### config.mk
export PLATFORM = sky130hd
export DESIGN_NAME = lsm_addr_seq
export DESIGN_NICKNAME = d
export VERILOG_FILES = /design/src/rtl/lsm_addr_seq.sv
export SDC_FILE = /design/constraint.sdc
export NUM_CORES = 1
export LEC_CHECK = 0
export BUFFER_PORTS_ARGS = -buffer_cell sky130_fd_sc_hd__buf_4
export CORE_ASPECT_RATIO = 1.75
export CORE_UTILIZATION = 59
export CTS_CLUSTER_DIAMETER = 60
export DETAILED_ROUTE_END_ITERATION = 16
export PLACE_DENSITY = 0.85
export SYNTH_ARGS = -nofsm -noshare
export SYNTH_HDL_FRONTEND = slang
export SYNTH_SLANG_ARGS = --single-unit
### constraint.sdc
create_clock -name clk -period 4.8 [get_ports clk]
set_clock_uncertainty 0.1 [all_clocks]
set_input_delay 0.48 -clock clk [delete_from_list [all_inputs] [get_ports clk]]
set_output_delay 0.48 -clock clk [all_outputs]
set_load 0.05 [all_outputs]
### src/rtl/lsm_addr_seq.sv
module lsm_addr_seq #(
  parameter int ADDR_W = 32,
  parameter int NREG   = 16,
  parameter int STEP   = 4,
  localparam int IDX_W = $clog2(NREG)
) (
  input  logic              clk,
  input  logic              rst_n,
  input  logic              start,
  input  logic [ADDR_W-1:0] base,
  input  logic [NREG-1:0]   reg_mask,
  input  logic              is_load,
  input  logic              wb_en,
  input  logic [1:0]        mode,
  output logic              xfer_valid,
  input  logic              xfer_ready,
  output logic [ADDR_W-1:0] xfer_addr,
  output logic [IDX_W-1:0]  xfer_reg,
  output logic              xfer_load,
  output logic              xfer_last,
  output logic              done,
  output logic              wb_valid,
  output logic [ADDR_W-1:0] wb_value
);

  localparam logic [ADDR_W-1:0] STEP_V = ADDR_W'(STEP);

  logic              busy_q, dec_q, before_q, load_q, wb_q;
  logic              done_q, wbv_q;
  logic [NREG-1:0]   mask_q;
  logic [ADDR_W-1:0] addr_q, wbval_q;

  logic [IDX_W-1:0]  cur_idx;
  logic [NREG-1:0]   cur_bit;
  logic [ADDR_W-1:0] abase, first_addr, next_addr;
  logic              start_ok, fire, last;

  always_comb begin
    cur_idx = '0;
    if (dec_q) begin
      for (int i = 0; i < NREG; i++)
        if (mask_q[i]) cur_idx = IDX_W'(i);
    end else begin
      for (int i = NREG - 1; i >= 0; i--)
        if (mask_q[i]) cur_idx = IDX_W'(i);
    end
  end

  assign cur_bit    = NREG'(1) << cur_idx;
  assign last       = (mask_q & ~cur_bit) == '0;
  assign start_ok   = start & ~busy_q;
  assign fire       = busy_q & xfer_ready;
  assign abase      = {base[ADDR_W-1:2], 2'b00};
  assign first_addr = !mode[0] ? abase : (mode[1] ? abase - STEP_V : abase + STEP_V);
  assign next_addr  = dec_q ? addr_q - STEP_V : addr_q + STEP_V;

  always_ff @(posedge clk or negedge rst_n) begin
    if (!rst_n) begin
      busy_q   <= 1'b0;
      dec_q    <= 1'b0;
      before_q <= 1'b0;
      load_q   <= 1'b0;
      wb_q     <= 1'b0;
      done_q   <= 1'b0;
      wbv_q    <= 1'b0;
      mask_q   <= '0;
      addr_q   <= '0;
      wbval_q  <= '0;
    end else begin
      done_q <= 1'b0;
      wbv_q  <= 1'b0;
      if (start_ok) begin
        busy_q   <= |reg_mask;
        mask_q   <= reg_mask;
        addr_q   <= first_addr;
        dec_q    <= mode[1];
        before_q <= mode[0];
        load_q   <= is_load;
        wb_q     <= wb_en;
        wbval_q  <= abase;
        done_q   <= ~|reg_mask;
        wbv_q    <= wb_en & ~|reg_mask;
      end else if (fire) begin
        mask_q <= mask_q & ~cur_bit;
        addr_q <= next_addr;
        if (last) begin
          busy_q  <= 1'b0;
          done_q  <= 1'b1;
          wbv_q   <= wb_q;
          wbval_q <= before_q ? addr_q : next_addr;
        end
      end
    end
  end

  assign xfer_valid = busy_q;
  assign xfer_addr  = addr_q;
  assign xfer_reg   = cur_idx;
  assign xfer_load  = load_q;
  assign xfer_last  = busy_q & last;
  assign done       = done_q;
  assign wb_valid   = wbv_q;
  assign wb_value   = wbval_q;

endmodule

==> impl_metrics.json <==
{
  "outcome": "completed",
  "grt_pass1_vias": 7925,
  "final_antenna_net_count": 0,
  "multi_input_area_mm2": 0.005500,
  "antenna_cells": 0,
  "avgRoutedWirePerCell_um": 19.56,
  "setup.worst_path.start_class": "flip-flop",
  "post-route-min-period_ps": 4120,
  "synth.distinct_cells": 77,
  "cpPeakStageDelay_ps": 570,
  "row_count": 55,
  "post_cts_resized": 0,
  "crit_chain": "inv_1 > a2111o_1 > o21bai_1 > o311ai_2 > or3_1 > o311ai_1 > nand4_1 > nor3_1 > buf_4",
  "numCtsBuffers": 9,
  "synth_top_area_cell": "dfrtp_1",
  "layout_common_cells": "nand2_1 (147), buf_4 (143), dfrtp_1 (84), o21ai_0 (83), a21oi_1 (80)",
  "slowest_stage": "dfrtp_1",
  "fin_crit_sh_pct": 85.83,
  "drv_cap": 0,
  "syn_to_final_growth_pct": 16.82,
  "hold_viol_final": 0,
  "cp.required_ps": 4220,
  "synth_area_per_cell_um2": 7.911,
  "tritoncts": "built",
  "drive_above_1_share_pct": 16.79,
  "clockRootBuffer": "clkbuf_16",
  "arrival_ps": 3540,
  "htree_num_levels": 3,
  "synth.area.top_cells": "dfrtp_1 (26%), ha_1 (8.8%), nand2_1 (7.0%)",
  "final_common_cell": "nand2_1",
  "initial_utilization_pct": 61.05,
  "io_pins": 129,
  "setup_viol": 0,
  "crit_type": "reg2out",
  "place_congestion": 0.9833,
  "vias": 8269,
  "viasPerCell": 6.435,
  "die_w_um": 89.93,
  "die_h_um": 155.9,
  "grt_pass1_wl_mm": 39.53,
  "cts_buffer_depth": 2,
  "core_mm2": 0.01308,
  "synth_top_cell_area_share_pct": 26.33,
  "track_usage_pct": 35.46,
  "crit_family": "simple AND/OR/NAND/NOR gates",
  "nNetsFinal": 1223,
  "cts_setup_buffers": 0,
  "drtIter0Drc": 534,
  "nFillCells": 1102,
  "synth_warnings": 0,
  "hold_buffers": 0,
  "insertion_delay_ps": 350,
  "worst_slew_margin_rel_pct": 38.40,
  "portBuffers": 124,
  "syn-cell-area_mm2": 0.007983,
  "grt_max_degree": 89,
  "drc_errors": 0,
  "place_hpwl_mm": 18.67,
  "synth_top_flop_cell": "dfrtp_1",
  "drv_slew": 0,
  "drtPass1Iterations": 5,
  "cp_max_fo": 13,
  "ff_latch_area_mm2": 0.002102,
  "ys_ff_latch": 84,
  "cp_num_buf_inv": 2,
  "rsz0062_at_grt": "no",
  "clk_pin_slew_ps": 70,
  "dieArea_mm2": 0.01402,
  "yosysSeqAreaShare_pct": 26.33,
  "end_kind": "primary output",
  "fmax_mhz": 242.7,
  "synth_edf_count": 0,
  "finalWirelength_mm": 25.14,
  "cts.sinks": 84,
  "worst_pin_slew_ps": 924.1,
  "antenna_found_initial": 0,
  "hp-class": "in2async",
  "tns_ps": 0,
  "grt_overflow": 0,
  "ys_async_sr_fraction_pct": 100.0,
  "synthCells": 1009
}
[sequential cells by signal, summed over array words and instances, names as in the netlist]
name / flops
xfer_valid: 1
xfer_load: 1
xfer_addr: 30
done: 1
wb_valid: 1
wb_q: 1
before_q: 1
dec_q: 1
wb_value: 31
mask_q: 16
[Yosys cell counts (18+ instances only)]
cell      instances
clkbuf_1         39
o21ai_1          18
nand2_1         148
nand3_1          20
dfrtp_1          84
mux2i_1          37
inv_1            28
nor2_1           63
xnor2_1          27
a211oi_1         22
a21oi_1          80
xor2_1           20
a21o_1           25
a31oi_1          20
ha_1             56
o21ai_0          83
[final timing paths]
kind                                       to  startpoint  cells past startpoint  slack (ps)
worst min-delay path               mask_q[13]       rst_n                      1          30
worst min register to register           wb_q        wb_q                      2         380
worst max-delay path                xfer_last       dec_q                      9         680
max in group asynchronous       xfer_addr[20]       rst_n                      2        3580
min in group clk                         wb_q       wb_en                      3         220
worst max register to register    wb_value[2]       dec_q                     11         740
[layout make-up]
type	instances	area share, %
Tap cell	171	2.294
Timing Repair Buffer	143	11.51
Clock buffer	10	2.563
Multi-Input combinational cell	842	58.98
Inverter	29	1.167
Clock inverter	6	0.9392
Sequential cell	84	22.54
[kinds of logic (layout without fill, tap and decap cells)]
kind of cell             Yosys count  after routing  synth area share (%)
flip-flops                        84             84                 26.33
XOR/XNOR                          47             47                 5.157
adder cells (fa/ha/maj)           58             58                 9.279
other                              1              2               0.04698
AND/OR/NAND/NOR                  329            329                 18.97
multiplexers                      46             46                 5.909
buffers and inverters             84            188                 4.937
AO/OA/AOI/OAI                    360            360                 29.37
[metal layers]
layer	GRT usage (%)	vias up	share of wire (%)
li1	-	3934	-
met1	41.11	3905	39
met2	64.03	349	51
met3	3.655	81	5.3
met4	19.12	0	4.7
met5	0	-	0
[worst reg2reg max path: cells and delay by family, from the launching register on]
family / cells / cell delay, ps
AO/OA/AOI/OAI: 5 / 1100
flip-flops: 1 / 570
buffers and inverters: 2 / 690
multiplexers: 1 / 290
AND/OR/NAND/NOR: 3 / 1170
[metrics by stage]
step                std cells  worst slack, ps  instance area, um^2  hold WS, ps  utilization [%]
finish                   1285            680.2                 9325        27.80            71.32
global route             1285            557.3                 9325        77.09            71.32
CTS                      1285            766.1                 9325        50.03            71.32
detailed placement       1269            768.5                 8999        366.1            68.82
global placement         1269            816.1                 8999        361.3            68.82
floorplan                1010            681.9                 7986        84.41                -
Power is not shown: default switching activity piles up to over one toggle a cycle in this logic, so the estimate is an artifact.
